===== config.mk =====
export PLATFORM = sky130hd
export DESIGN_NAME = dwatch_unit
export DESIGN_NICKNAME = d
export VERILOG_FILES = /design/src/rtl/dwatch_pkg.sv /design/src/rtl/dwatch_regs.sv /design/src/rtl/dwatch_range_cmp.sv /design/src/rtl/dwatch_qual.sv /design/src/rtl/dwatch_unit.sv
export SDC_FILE = /design/constraint.sdc
export NUM_CORES = 1
export LEC_CHECK = 0
export ABC_AREA = 1
export BUFFER_PORTS_ARGS = -buffer_cell sky130_fd_sc_hd__buf_2
export CORE_MARGIN = 10
export CORE_UTILIZATION = 48
export DETAILED_ROUTE_END_ITERATION = 8
export PLACE_DENSITY_LB_ADDON = 0.05
export SETUP_SLACK_MARGIN = 0.5
export SYNTH_ARGS = -nofsm -noshare
export SYNTH_HDL_FRONTEND = slang
export SYNTH_SLANG_ARGS = --single-unit
export TNS_END_PERCENT = 100

===== constraint.sdc =====
create_clock -name clk -period 7.33 [get_ports clk]
set_input_delay 1.0995 -clock clk [delete_from_list [all_inputs] [get_ports clk]]
set_output_delay 1.0995 -clock clk [all_outputs]
set_load 0.1 [all_outputs]

===== src/rtl/dwatch_pkg.sv =====
package dwatch_pkg;
  // control register field positions
  localparam int unsigned CNT_LSB   = 15;
  localparam int unsigned CNT_W     = 6;
  localparam int unsigned BIT_XMODE = 7;
  localparam int unsigned BIT_WEN   = 6;
  localparam int unsigned BIT_REN   = 5;
  localparam int unsigned BIT_HYP   = 2;
  localparam int unsigned BIT_SUP   = 1;
  localparam int unsigned BIT_USR   = 0;

  typedef enum logic [1:0] {
    PRIV_USER = 2'd0,
    PRIV_SUP  = 2'd1,
    PRIV_HYP  = 2'd2,
    PRIV_RSVD = 2'd3
  } priv_e;
endpackage


===== src/rtl/dwatch_regs.sv =====
module dwatch_regs #(
  parameter int unsigned ADDR_W = 64,
  parameter int unsigned CTRL_W = 32
) (
  input  logic              clk,
  input  logic              rst_n,
  input  logic              we,
  input  logic              sel,
  input  logic [ADDR_W-1:0] wdata,
  output logic [ADDR_W-1:0] addr_q,
  output logic [CTRL_W-1:0] ctrl_q
);
  always_ff @(posedge clk) begin
    if (!rst_n) begin
      addr_q <= '0;
      ctrl_q <= '0;
    end else if (we) begin
      if (sel) ctrl_q <= wdata[CTRL_W-1:0];
      else     addr_q <= wdata;
    end
  end
endmodule


===== src/rtl/dwatch_range_cmp.sv =====
module dwatch_range_cmp #(
  parameter int unsigned ADDR_W = 64,
  parameter int unsigned CNT_W  = 6,
  parameter int unsigned SIZE_W = 3,
  parameter int unsigned MAX_LG = 4
) (
  input  logic [ADDR_W-1:0] watch_addr,
  input  logic [CNT_W-1:0]  count,
  input  logic [ADDR_W-1:0] ea,
  input  logic [SIZE_W-1:0] size_lg,
  output logic              overlap_o
);
  localparam int unsigned EW = ADDR_W + 1;

  function automatic logic [EW-1:0] win_base(input logic [ADDR_W-1:0] a);
    return {1'b0, a[ADDR_W-1:3], 3'b000};
  endfunction

  function automatic logic [EW-1:0] win_end(input logic [EW-1:0] b,
                                            input logic [CNT_W-1:0] c);
    return b + ((EW'(c) + EW'(1)) << 3);
  endfunction

  function automatic logic [EW-1:0] acc_end(input logic [ADDR_W-1:0] a,
                                            input logic [SIZE_W-1:0] lg);
    logic [SIZE_W-1:0] l;
    l = (lg > SIZE_W'(MAX_LG)) ? SIZE_W'(MAX_LG) : lg;
    return {1'b0, a} + (EW'(1) << l);
  endfunction

  logic [EW-1:0] base_w, wend_w, aend_w, ea_w;

  always_comb begin
    base_w    = win_base(watch_addr);
    wend_w    = win_end(base_w, count);
    aend_w    = acc_end(ea, size_lg);
    ea_w      = {1'b0, ea};
    overlap_o = (ea_w < wend_w) && (base_w < aend_w);
  end
endmodule


===== src/rtl/dwatch_qual.sv =====
module dwatch_qual
  import dwatch_pkg::*;
#(
  parameter int unsigned CTRL_W = 32
) (
  input  logic [CTRL_W-1:0] ctrl,
  input  logic              is_store,
  input  logic [1:0]        priv,
  output logic              type_ok_o,
  output logic              priv_ok_o,
  output logic              qual_o
);
  always_comb begin
    type_ok_o = is_store ? ctrl[BIT_WEN] : ctrl[BIT_REN];
    unique case (priv_e'(priv))
      PRIV_USER: priv_ok_o = ctrl[BIT_USR];
      PRIV_SUP:  priv_ok_o = ctrl[BIT_SUP];
      PRIV_HYP:  priv_ok_o = ctrl[BIT_HYP];
      default:   priv_ok_o = 1'b0;
    endcase
    qual_o = type_ok_o && priv_ok_o;
  end
endmodule


===== src/rtl/dwatch_unit.sv =====
module dwatch_unit
  import dwatch_pkg::*;
#(
  parameter int unsigned ADDR_W = 64,
  parameter int unsigned CTRL_W = 32,
  parameter int unsigned SIZE_W = 3,
  parameter int unsigned MAX_LG = 4
) (
  input  logic              clk,
  input  logic              rst_n,
  input  logic              cfg_we,
  input  logic              cfg_sel,
  input  logic [ADDR_W-1:0] cfg_wdata,
  output logic [ADDR_W-1:0] addr_rd_o,
  output logic [CTRL_W-1:0] ctrl_rd_o,
  input  logic              acc_valid,
  input  logic [ADDR_W-1:0] acc_ea,
  input  logic [SIZE_W-1:0] acc_size,
  input  logic              acc_is_store,
  input  logic [1:0]        acc_priv,
  output logic              hit_o,
  output logic              go_o
);
  logic [ADDR_W-1:0] addr_q;
  logic [CTRL_W-1:0] ctrl_q;
  logic              range_hit_w;
  logic              type_ok_w, priv_ok_w, qual_ok_w;
  logic              match_w;

  dwatch_regs #(.ADDR_W(ADDR_W), .CTRL_W(CTRL_W)) regs_i (
    .clk(clk), .rst_n(rst_n), .we(cfg_we), .sel(cfg_sel),
    .wdata(cfg_wdata), .addr_q(addr_q), .ctrl_q(ctrl_q)
  );

  dwatch_range_cmp #(.ADDR_W(ADDR_W), .CNT_W(CNT_W), .SIZE_W(SIZE_W),
                     .MAX_LG(MAX_LG)) cmp_i (
    .watch_addr(addr_q), .count(ctrl_q[CNT_LSB +: CNT_W]),
    .ea(acc_ea), .size_lg(acc_size), .overlap_o(range_hit_w)
  );

  dwatch_qual #(.CTRL_W(CTRL_W)) qual_i (
    .ctrl(ctrl_q), .is_store(acc_is_store), .priv(acc_priv),
    .type_ok_o(type_ok_w), .priv_ok_o(priv_ok_w), .qual_o(qual_ok_w)
  );

  assign match_w = acc_valid && range_hit_w && qual_ok_w;

  always_ff @(posedge clk) begin
    if (!rst_n) begin
      hit_o <= 1'b0;
      go_o  <= 1'b0;
    end else begin
      hit_o <= match_w;
      go_o  <= acc_valid && !match_w;
    end
  end

  assign addr_rd_o = addr_q;
  assign ctrl_rd_o = ctrl_q;
endmodule


# [Word level (Yosys, flattened, before mapping)]
# Cells that the tools add are included.
[word_totals] wordCells=26 in_bits=139 output_inout_bits=98 regBits=98
[op_classes] add_sub_neg=3 n_bitwise=1 eq_ne=2 n_mux=3 shift=1 n_reduce_logical=9 n_lt_le_gt_ge=3
[ops] op="adder 64 x 65 -> 65 bit" n=2
[ops] op="< comparator 64 x 65 -> 1 bit" n=2
[ops] op="left shift 1 x 3 -> 65 bit (first input constant)" n=1
[ops] op="adder 6 x 1 -> 7 bit (second input constant)" n=1
[ops] op="logical AND 1 bit" n=5
[ops] op="AND reduction 2 bit" n=2
[ops] op="greater-than comparator 3 bit (second input constant)" n=1
[ops] op="two-way mux 3 bit" n=1
[ops] op="one-hot mux 1 bit (3 select lines)" n=1
[ops] op="== test 2 x 1 -> 1 bit (second input constant)" n=1
[ops] op="== test 2 bit (second input constant)" n=1
[ops] op="logical NOT 2 bit" n=1
[ops] op="logical NOT 1 bit" n=1
[ops] op="two-way mux 1 bit" n=1
[ops] op="NOT 1 bit" n=1

# [Longest topological paths before layout]
# Gate-level depths: netlist of the first run.
[logic_depth] word_depth=10 ltp_mapped=29 mapped_depth_nobuf=29

# [Cells and area by module]
# From an unflattened synthesis of the first run, not the netlist that was laid out.
[hier_totals] cells_unflattened=1757 hier_area_um2=11073.1
[by_module_without_submodules] mod="dwatch_range_cmp" seq_area_each_um2=0.0 instances=1 area_each_um2=7026.7 cells_per_inst=1178
[by_module_without_submodules] mod="dwatch_regs" seq_area_each_um2=1921.8 instances=1 area_each_um2=3908.7 cells_per_inst=557
[by_module_without_submodules] mod="dwatch_qual" seq_area_each_um2=0.0 instances=1 area_each_um2=68.8 cells_per_inst=15
[by_module_without_submodules] mod="dwatch_unit" seq_area_each_um2=40.0 instances=1 area_each_um2=68.8 cells_per_inst=7

# [Least setup slack after synthesis of the first run]
# OpenSTA, ideal clock, no wires.
[synth_timing] kind="reg-to-reg" start="reg regs_i.ctrl_q[16]" end="reg hit_o" required_ns=7.217 path_slack_ns=3.128 path_stages_with_launch=26 path_buffers=0 period_less_slack_ns=4.202 setup_time_ns=0.113 arrival_time_ns=4.089 path_cell_list="dfxtp_1 -> ha_1 -> nand3_1 -> xor2_1 -> inv_1 -> ha_1 -> nand2_1 -> nor2_1 -> nand2_1 -> nand3_2 -> a21oi_2 -> nor4_2 -> nand2_1 -> nor2_1 -> nand2_1 -> xor2_1 -> ha_1 -> nand2_1 -> nor2_1 -> nand4_1 -> nor4_1 -> nand2_1 -> nand2_1 -> nand2_1 -> nand4_1 -> nor2_1"
[synth_via] elab_chain_len=6
[synth_lines] element="start, declared" line_no="dwatch_regs.sv:11" rtl="output logic [CTRL_W-1:0] ctrl_q"
[synth_lines] element="start signal, assigned" line_no="dwatch_regs.sv:18" rtl="if (sel) ctrl_q <= wdata[CTRL_W-1:0];"
[synth_lines] element="adder 6 x 1 -> 7 bit" line_no="dwatch_range_cmp.sv:21" rtl="return b + ((EW'(c) + EW'(1)) << 3);"
[synth_lines] element="adder 64 x 65 -> 65 bit" line_no="dwatch_range_cmp.sv:21"
[synth_lines] element="< comparator 64 x 65 -> 1 bit" line_no="dwatch_range_cmp.sv:38" rtl="overlap_o = (ea_w < wend_w) && (base_w < aend_w);"
[synth_lines] element="logical AND 1 bit" line_no="dwatch_range_cmp.sv:38"
[synth_lines] element="logical AND 1 bit (2 in a row)" line_no="dwatch_unit.sv:46" rtl="assign match_w = acc_valid && range_hit_w && qual_ok_w;"
[synth_lines] element="end signal, assigned" line_no="dwatch_unit.sv:53" rtl="hit_o <= match_w;"
[synth_lines] element="end, declared" line_no="dwatch_unit.sv:21" rtl="output logic hit_o,"
# Every way passes these cells.
# A chain may end at the register's enable or synchronous reset.

# [Worst setup path in the final report of the first run]
[layout_timing] start="reg regs_i.ctrl_q[17]" end="reg go_o"
[layout_via] elab_chain_len=8
[layout_lines] element="adder 6 x 1 -> 7 bit" line_no="dwatch_range_cmp.sv:21"
[layout_lines] element="adder 64 x 65 -> 65 bit" line_no="dwatch_range_cmp.sv:21"
[layout_lines] element="< comparator 64 x 65 -> 1 bit" line_no="dwatch_range_cmp.sv:38"
[layout_lines] element="logical AND 1 bit" line_no="dwatch_range_cmp.sv:38"
[layout_lines] element="logical AND 1 bit (2 in a row)" line_no="dwatch_unit.sv:46"
[layout_lines] element="logical NOT 1 bit" line_no="dwatch_unit.sv:54" rtl="go_o <= acc_valid && !match_w;"
[layout_lines] element="logical AND 1 bit" line_no="dwatch_unit.sv:54"
[layout_lines] element="end signal, assigned" line_no="dwatch_unit.sv:54"
[layout_lines] element="end, declared" line_no="dwatch_unit.sv:22" rtl="output logic go_o"
# Every way passes these cells.

==> results.md, run 1 <==
- Hold Worst Slack: between 0.4 and 0.5 ns
- Synth Area in Adders: 0.166
- Crit end category: flop
- Post-route ant nets: 0
- Share of cells above drive strength 1: 0.163
- Synth cell types: 48
- Sequential share of the synthesized area: 0.186
- Die W: 168 microns
- Max_cap viols: 0
- Initial DRC count: ~1100
- Fin crit period: roughly 4.6 ns
- PD cells: approximately 150 nW/um^2
- Die area: 28300 sq um
- Maximum fanout along the worst path: 5
- Sequential Area: between 1500 and 2000 sq um
- Post-synth EDFFs: 0
- Post-Place Cells: roughly 2100
- GPL Wtd Cong: 1.03
- Finish-stage setup viols: 0
- Clk root buf: clkbuf_16
- Mean Syn Cell Area: between 6 and 7 sq um
- Post-CTS Resized: 0
- IO Pins: about 240
- CTS tree: done
- Worst-Margin Slew: between 0.9 and 1 ns
- Rows: 54
- Status: finished, final reports clean
- Effective utilization at floorplan: 0.485
- Post-Syn Instances: around 1600
- Peak VDD IR: approximately 130 uV
- DR vias: 11898
- Critical Path RT: between 7 and 8 ns
- Syn. warnings: 0
- Synth Area in Compound Gates: 0.121
- Fillers: roughly 2300
- Commonest cells in the netlist: 298 x nor2_1, 276 x nand2_1, 189 x inv_1
- Number of vias per cell: 5.55
- Worst slew margin: 0.333
- Cell Area, Synth: approximately 11000 sq um
- Final hold vios: 0
- Residual DRC: 0
- Worst Path Arrival: around 4.9 ns
- Post-CTS Setup Repair Bufs: 0
- Grt total ovfl: 0
- Count of pins over their slew limit: 0
- H-tree Lvls: 3
- Post-CTS Hold Buffers: 0
- Top-count cell post-synth: nor2_1
- Clk slew on worst S/H paths: 0.08 ns
- Hold WC Path Type: flop to flop
- Hold depth: 2
- Main area contributors after synthesis: dfxtp_1 19%, ha_1 16%, nor2_1 11%
- Gr usage total: 0.285
- Multi-input gate area: roughly 7800 sq um
- Die Y: 168 microns
- Main combinational cell family by area after synthesis: simple AND/OR/NAND/NOR gates
- Num CTS Buffers: 9
- CP Launch Point: regs_i.ctrl_q[17]
- First-pass iteration count of the detailed router: 7
- Dpl hpwl: 36.0 mm
- Skew-Pair Late Insertion Delay: 0.35 ns
- Reg2reg start: regs_i.ctrl_q[17]
- RSZ-0062 raised after global routing: no
- Synth-to-Final Area Change: 16.6%
- Skew final: ~0.014 ns
- Multiplexer share of the synthesized area: 0
- Post-layout power: between 1.5 and 2 mW
- Vias in the first global route: between 10000 and 15000
- Fmax: between 0.2 and 0.25 GHz
- Clock buffer depth: 2
- Period utilization: 0.621
- Clock sinks: between 90 and 100
- Avg WL per Cell: 19.7 microns
- Area leader, netlist: dfxtp_1
- CORE AREA: between 20000 and 25000 sq um
- Hold_sp: regs_i.ctrl_q[5]
- Fin nets: about 2100
- First-pass GRT wire length: ~64 mm
- Most used DFF post-synth: dfxtp_1
- Pin count of the biggest net entering global routing: just under 100
- R2R depth: 25
- Reg2reg end: go_o
- Initial antenna violation count: 4
- Ys async rst share: 0
- Critical Path Start Type: flop
- Total Wirelength: 42.3 mm
- Synth Area in Simple Gates: 0.346
- P_leak: ~5.6 nW
- Hold EP: regs_i.ctrl_q[5]
- FF+latch count, synth: 98
- Crit Path Category: flop to flop
- Reg2Reg Setup Slack: 2.78 ns
- TNS Setup: 0 ns
- Share of the synthesized area in the top cell type: 0.186
- Non-Filler Instances: between 2000 and 2500
- Buffers on Ports: roughly 240
- Xor/xnor cell area share of the yosys netlist: 0.101
-- layout by cell type (no fill, tap or decap), drive strengths merged --
cell and n:
and2 1, conb 3, o21bai 3, ha 137
xnor2 34, fa 2, nand3b 4, nand3 66
a21boi 1, a211oi 1, a21oi 95, nor3 55
o31ai 1, nor2 308, diode 1, a21o 3
nand2 285, clkbuf 10, nor4 29, o211ai 1
nor3b 3, dfxtp 98, and3 2, inv 196
clkinv 4, xor2 88, or2 1, nor4b 1
o21ai 124, o21a 8, buf 240, nand4 57
-- routing by layer --
layer	routed length, microns	global-route usage	share of wire
met3	4100	0.0589	0.097
met4	835	0.0651	0.020
met1	19200	0.401	0.45
met2	18200	0.434	0.43
met5	21	0	0.00050
-- critical path: stages, from the launching register on --
cell,delay (ns)
dfxtp_1,0.46
nand3_1,0.15
nand3b_1,0.19
xor2_1,0.15
ha_1,0.37
nand2_1,0.12
o21ai_1,0.22
or2_2,0.20
inv_2,0.06
nor2_1,0.08
nor2_1,0.05
nor2_1,0.14
inv_1,0.12
nor3_1,0.36
xor2_1,0.23
ha_1,0.33
nand2_1,0.04
nor2_1,0.14
nand4_1,0.17
nor4_1,0.46
nand2_1,0.12
nand2_1,0.08
nand2_1,0.04
nand4_1,0.11
nand2_1,0.06
inv_1,0.04
-- state kept, by name, summed over array words and instances, names as in the netlist --
signal	flops
regs_i.addr_q	64
regs_i.ctrl_q	32
go_o	1
hit_o	1
-- worst max path at each step --
stage / depth (start not counted) / endpoint
global route: 26 / go_o
CTS: 25 / go_o
global placement: 25 / go_o
floorplan: 25 / hit_o
finish: 25 / go_o
detailed placement: 25 / go_o
-- area by class of cell --
class | count | share of cell area
antenna | 1 | 0.000203
clock buffer | 10 | 0.0194
clock inverter | 6 | 0.00468
inverter | 194 | 0.0592
multi-input combinational | 1313 | 0.630
sequential | 98 | 0.159
tap | 280 | 0.0285
timing repair buffer | 240 | 0.0984
-- cells by family after synthesis --
group / count (synthesis)
simple gates: 812
fa+ha+maj: 139
flops: 98
compound gates: 237
buf+inv: 224
xor+xnor: 122
other cells: 1
-- where the power goes --
| group | internal, mW | switching (mW) |
|---|---|---|
| registers | 0.568 | 0.0658 |
| logic | 0.191 | 0.540 |
| clock network | 0.247 | 0.231 |
-- per-stage QoR --
step                       util  setup slack (ns)  area (sq um)
final                     0.566              2.78         12300
after global routing      0.566              2.47         12300
after CTS                 0.566              2.89         12300
after detailed placement  0.552              2.65         12000
after global placement    0.552              2.78         12000
after floorplan               -              3.13         10600
Note: power is estimated with default switching activity, not from simulation.
==> run 2: changes to the inputs <==
==> constraint.sdc (replaced) <==
create_clock -name clk -period 4 [get_ports clk]
set_input_delay 0.6 -clock clk [delete_from_list [all_inputs] [get_ports clk]]
set_output_delay 0.6 -clock clk [all_outputs]
set_load 0.1 [all_outputs]
==> run 2 against run 1 <==
Against the previous run: core utilization is 4.7 points higher; highest routed layer unchanged; power is 88% higher; largest power group unchanged; flip-flop and latch count stayed put; wire length is 3.8% higher; clock skew is 0.0033 ns lower.
==> results.md, run 2 (synthesis gave the netlist of run 1 again) <==
- Cell internal pwr: approximately 1.9 mW
- Die W: around 170 microns
- Synth-to-Final Area Change: 26.3%
- Worst-Margin Slew: 1.09 ns
- Crit-path cells: ha_4, nand3_4, xor2_1, inv_1, ha_4, a21oi_1, nand3_2, a21oi_2, buf_4, inv_1, nand2_1, nor2_1, xor2_1, ha_1, a21oi_2, o21a_1, nor2_1, nor2_1, o21a_1, nand2_2, nand2_1, nand4_1, nand2_1, inv_1
- Post-route ant nets: 0
- Residual DRC: 0
- Final hold vios: 0
- Diode count: 0
- Hold depth: 3
- Final setup margin: 0.110 ns
- Sw frac: 0.452
- Peak VDD IR: 313 uV
- Clk slew on worst S/H paths: 0.08 ns
- Effective utilization at floorplan: 0.485
- Skew final: 0.0104 ns
- Reg2reg start: regs_i.ctrl_q[16]
- First-pass iteration count of the detailed router: 5
- Clock Power Share: 0.252
- Period utilization: 0.972
- Fin util: 0.613
- Initial antenna violation count: 1
- CP max stage delay: around 0.37 ns
- Status: finished, final reports clean
- First-pass GRT wire length: between 60 and 70 mm
- Hold_sp: cfg_wdata[53]
- Worst Path Arrival: 4.15 ns
- Sequential cell fraction of total power: 0.327
- Hold EP: regs_i.addr_q[53]
- Die Y: 168 microns
- Rows: 54
- Share of cells above drive strength 1: 0.236
- Reg2Reg Setup Slack: 0.11 ns
- Count of pins over their slew limit: 0
- Crit end category: flop
- Reg2reg end: go_o
- Post-layout power: roughly 3.5 mW
- Pin count of the biggest net entering global routing: a little under 80
- Finish-stage setup viols: 0
- Initial DRC count: around 1100
- DR vias: approximately 12000
- Buffers on Ports: roughly 240
- DP Worst Slack: -0.0472 ns
- Clk root buf: clkbuf_16
- Dpl hpwl: 37.4 mm
- P_leak: about 6 nW
- Skew-Pair Late Insertion Delay: 0.35 ns
- Clock sinks: between 90 and 100
- Clock buffer depth: 2
- Hold WC Path Type: input pin to flop
- Critical Path Start Type: flop
- Die area: between 20000 and 30000 sq um
- Number of vias per cell: approximately 5.5
- Maximum fanout along the worst path: 5
- Avg WL per Cell: ~20 microns
- Fin crit period: approximately 3.9 ns
- Psw: roughly 1.6 mW
- Crit Path Category: flop to flop
- Worst path slowest cell: dfxtp_4
- CORE AREA: between 20000 and 25000 sq um
- Max_cap viols: 0
- Fmax: between 0.2 and 0.3 GHz
- GPL Wtd Cong: 1.02
- RSZ-0062 raised after global routing: yes
- IO Pins: 237
- Fin nets: ~2200
- Grt total ovfl: 0
- Worst slew margin: 0.272
- TNS Setup: 0 ns
- CTS tree: done
- Gr usage total: 0.297
- H-tree Lvls: 3
- Biggest register: regs_i.addr_q
- R2R depth: 24
- Commonest non-fill, non-tap cells in the layout: 291 x nor2_1, 260 x nand2_1, 236 x buf_2
- Hold Worst Slack: approximately 0.47 ns
- Critical Path RT: about 4.3 ns
- Vias in the first global route: about 12000
- Total Wirelength: 43.9 mm
- PD cells: around 260 nW/um^2
- Most common cell after layout, fill and taps aside: nor2_1
- Max FFs per register: 64
- Logic pwr share: 0.421
- Top flop regs: regs_i.addr_q (64), regs_i.ctrl_q (32)
- Num CTS Buffers: 9
-- run 2: changes by cell type in the layout (fill, tap and decap cells not counted), moves of 6 or more --
cell     before  now
a21oi_1      92   86
a21oi_2       2    8
buf_4         4   92
dfxtp_1      98   90
ha_1        137  129
nand2_1     276  260
nand2_2       6   18
nor2_1      297  291
-- run 2: per-layer routing --
layer / share of wire / GRT usage
met5: 0.00030 / 0
met4: 0.031 / 0.101
met3: 0.094 / 0.0612
met2: 0.42 / 0.446
met1: 0.45 / 0.412
-- run 2: power groups by stage --
stage / Sequential, mW / Clock, mW / Combinational, mW
after CTS: 1.13 / 0.883 / 1.43
after global placement: 1.15 / 0 / 1.39
after floorplan: 1.59 / 0 / 0.527
final: 1.13 / 0.873 / 1.46
after global routing: 1.14 / 0.921 / 1.58
after detailed placement: 1.15 / 0 / 1.41
-- run 2: through the flow --
stage               instances  instance area, sq um
finish                   2234                 13300
CTS                      2233                 13200
global route             2234                 13300
global placement         2200                 12600
floorplan                1635                 10600
detailed placement       2200                 12600
-- run 2: worst max-delay path: cells and delay by family, from the launching register on --
kind                       cells  cell delay, ns
AOI/OAI and AO/OA              5            0.88
xor gates and xnor gates       2            0.53
adders and majority gates      3            0.78
buffers and inverters          4            0.32
DFF                            1            0.37
and+or+nand+nor               10            0.91
-- run 2: area by class of cell --
| type | count | area (sq um) |
|---|---|---|
| sequential | 98 | 1980 |
| inverter | 194 | 728 |
| timing repair buffer | 333 | 1940 |
| fill | 2180 | 8420 |
| tap | 280 | 350 |
| clock inverter | 6 | 58.8 |
| clock buffer | 10 | 239 |
| multi-input combinational | 1313 | 8040 |
-- run 2: repair_timing --
item	4_1_cts	5_1_grt
resized for setup	22	45
buffers inserted	17	1
hold endpoints to repair	0	0
hold buffers	0	0
setup endpoints to repair	2	2
pin swaps	25	34
-- run 2: worst max-delay path by stage --
stage                       from    end  slack, ns  depth (start not counted)
2_1_floorplan  regs_i.ctrl_q[15]   go_o       0.39                         25
3_3_place_gp         acc_size[0]   go_o       0.05                         27
3_5_place_dp   regs_i.ctrl_q[15]  hit_o      -0.05                         26
4_1_cts        regs_i.ctrl_q[16]  hit_o       0.13                         26
5_1_grt        regs_i.ctrl_q[15]   go_o      -0.14                         28
6_report       regs_i.ctrl_q[16]   go_o       0.11                         24
==> run 3: changes to the inputs <==
==> constraint.sdc (replaced) <==
create_clock -name clk -period 4 [get_ports clk]
set_input_delay 0.6 -clock clk [delete_from_list [all_inputs] [get_ports clk]]
set_output_delay 0.6 -clock clk [all_outputs]
set_load 0.05 [all_outputs]
==> run 3 against run 2 <==
Against the previous run: sequential share of layout area decreased by 0.070 points; register-to-register slack hardly changed; core utilization increased by 0.058 points; critical path depth grew 3; worst hold slack worse by 0.0027 ns; die area unchanged; setup slack got worse by 0.0059 ns; flip-flop and latch count is the same; global-route usage increased by 0.29 points; maximum frequency fell by 0.15%; largest power group unchanged.
==> results.md, run 3 (synthesis gave the netlist of run 1 again) <==
- Status: finished, final reports clean
- Die area: between 20000 and 30000 sq um
- TNS Setup: 0 ns
- Critical Path Start Type: flop
- PD cells: ~240 nW/um^2
- Peak VDD IR: ~350 uV
- Die W: approximately 170 microns
- Commonest non-fill, non-tap cells in the layout: 292 x nor2_1, 263 x nand2_1, 236 x buf_2
- Crit Path Category: flop to flop
- Share of cells above drive strength 1: 0.231
- Max FFs per register: 64
- Initial DRC count: roughly 1100
- Fillers: 2145
- Skew-Pair Late Insertion Delay: 0.36 ns
- CTS tree: done
- Period utilization: 0.974
- Multi-input gate area: around 8100 sq um
- Hold WC Path Type: input pin to flop
- Count of pins over their slew limit: 0
- Max_cap viols: 0
- Final hold vios: 0
- Synth-to-Final Area Change: 26.5%
- Final setup margin: 0.104 ns
- RSZ-0062 raised after global routing: yes
- Num CTS Buffers: 9
- Avg WL per Cell: around 20 microns
- GPL Wtd Cong: ~1.0
- Clock buffer depth: 2
- Total Wirelength: between 40 and 50 mm
- CP Launch Point: regs_i.ctrl_q[15]
- Skew final: around 0.01 ns
- Effective utilization at floorplan: 0.485
- First-pass GRT wire length: slightly below 70 mm
- Maximum fanout along the worst path: 4
- IO Pins: between 200 and 250
- Most common cell after layout, fill and taps aside: nor2_1
- Clk root buf: clkbuf_16
- DP Worst Slack: -0.0842 ns
- Number of vias per cell: around 5.5
- Pin count of the biggest net entering global routing: roughly 70
- CORE AREA: between 20000 and 25000 sq um
- Sequential Area: between 1500 and 2000 sq um
- Gr usage total: 0.300
- Residual DRC: 0
- Critical Path RT: 4.25 ns
- Top flop regs: regs_i.addr_q (64), regs_i.ctrl_q (32)
- Post-CTS Hold Buffers: 0
- Finish-stage setup viols: 0
- Rows: 54
- Grt total ovfl: 0
- Worst Path Arrival: 4.15 ns
- H-tree Lvls: 3
- Hold Worst Slack: ~0.46 ns
- Reg2reg start: regs_i.ctrl_q[15]
- Clock sinks: a little under 100
- Fmax: ~0.26 GHz
- Fin nets: between 2000 and 2500
- Crit end category: flop
- Initial antenna violation count: 2
- Biggest register: regs_i.addr_q
- Hold_sp: cfg_wdata[52]
- Post-route ant nets: 0
- Clk slew on worst S/H paths: 0.08 ns
- DR vias: approximately 12000
- Worst slew margin: 0.253
- First-pass iteration count of the detailed router: 7
- Vias in the first global route: about 12000
- Fin crit period: approximately 4 ns
- Buffers on Ports: 236
- Worst-Margin Slew: 1.12 ns
- P_leak: 6.16 nW
- Dpl hpwl: 37.8 mm
- Die Y: ~170 microns
-- run 3: metal layers --
metal	vias to the layer above	share of wire	global-route usage
met5	-	0.00029	0
li1	6021	-	-
met3	69	0.11	0.0880
met1	5578	0.44	0.404
met2	527	0.42	0.454
met4	2	0.026	0.0833
-- run 3: power breakdown --
part           internal, mW  leakage [nW]  switching (mW)
clock                 0.441         0.147           0.440
combinational         0.410          5.20           0.811
sequential             1.04         0.811          0.0968
-- run 3: worst paths after layout --
check	end	slack [ns]	cells after the start
worst max-delay path	go_o	0.10	27
worst min-delay path	regs_i.addr_q[52]	0.46	3
worst max register to register	go_o	0.10	27
worst min register to register	regs_i.ctrl_q[5]	0.48	2
-- run 3: cell type report --
cell class,count,share of cell area
clock inverter,7,0.00562
sequential,98,0.148
antenna,1,0.000187
multi-input combinational,1313,0.607
timing repair buffer,326,0.141
tap,280,0.0262
clock buffer,9,0.0169
inverter,194,0.0547
-- run 3: what timing repair did --
item | 4_1_cts | 5_1_grt
pin swaps | 25 | 39
endpoints found under the setup margin | 2 | 2
setup buffers | 13 | 8
gates resized for setup | 32 | 48
-- run 3: stage by stage --
step / total power, mW / area [sq um] / util / cells
after floorplan: 1.88 / 10600 / - / 1635
after global placement: 2.29 / 12500 / 0.576 / 2190
after detailed placement: 2.31 / 12500 / 0.576 / 2190
after CTS: 3.20 / 13100 / 0.601 / 2219
after global routing: 3.41 / 13300 / 0.613 / 2227
final: 3.24 / 13300 / 0.614 / 2228
-- run 3: worst max-delay path, cell delays in order, from the launching register on --
cell     delay, ns
dfxtp_4       0.39
ha_4          0.16
nand3_4       0.07
buf_4         0.15
nor3b_1       0.22
ha_1          0.27
a21oi_2       0.09
inv_1         0.12
nand3_1       0.16
nand2_4       0.15
nand2_4       0.08
nor4_4        0.23
buf_6         0.16
nand3_2       0.06
xor2_1        0.15
ha_1          0.32
a21oi_2       0.15
o21ai_1       0.07
nand2_1       0.08
nand3_2       0.07
nand2_1       0.07
nand3_1       0.07
nand2_1       0.09
nand2_1       0.06
nand2_1       0.08
nand4_1       0.13
nand2_1       0.09
inv_1         0.04
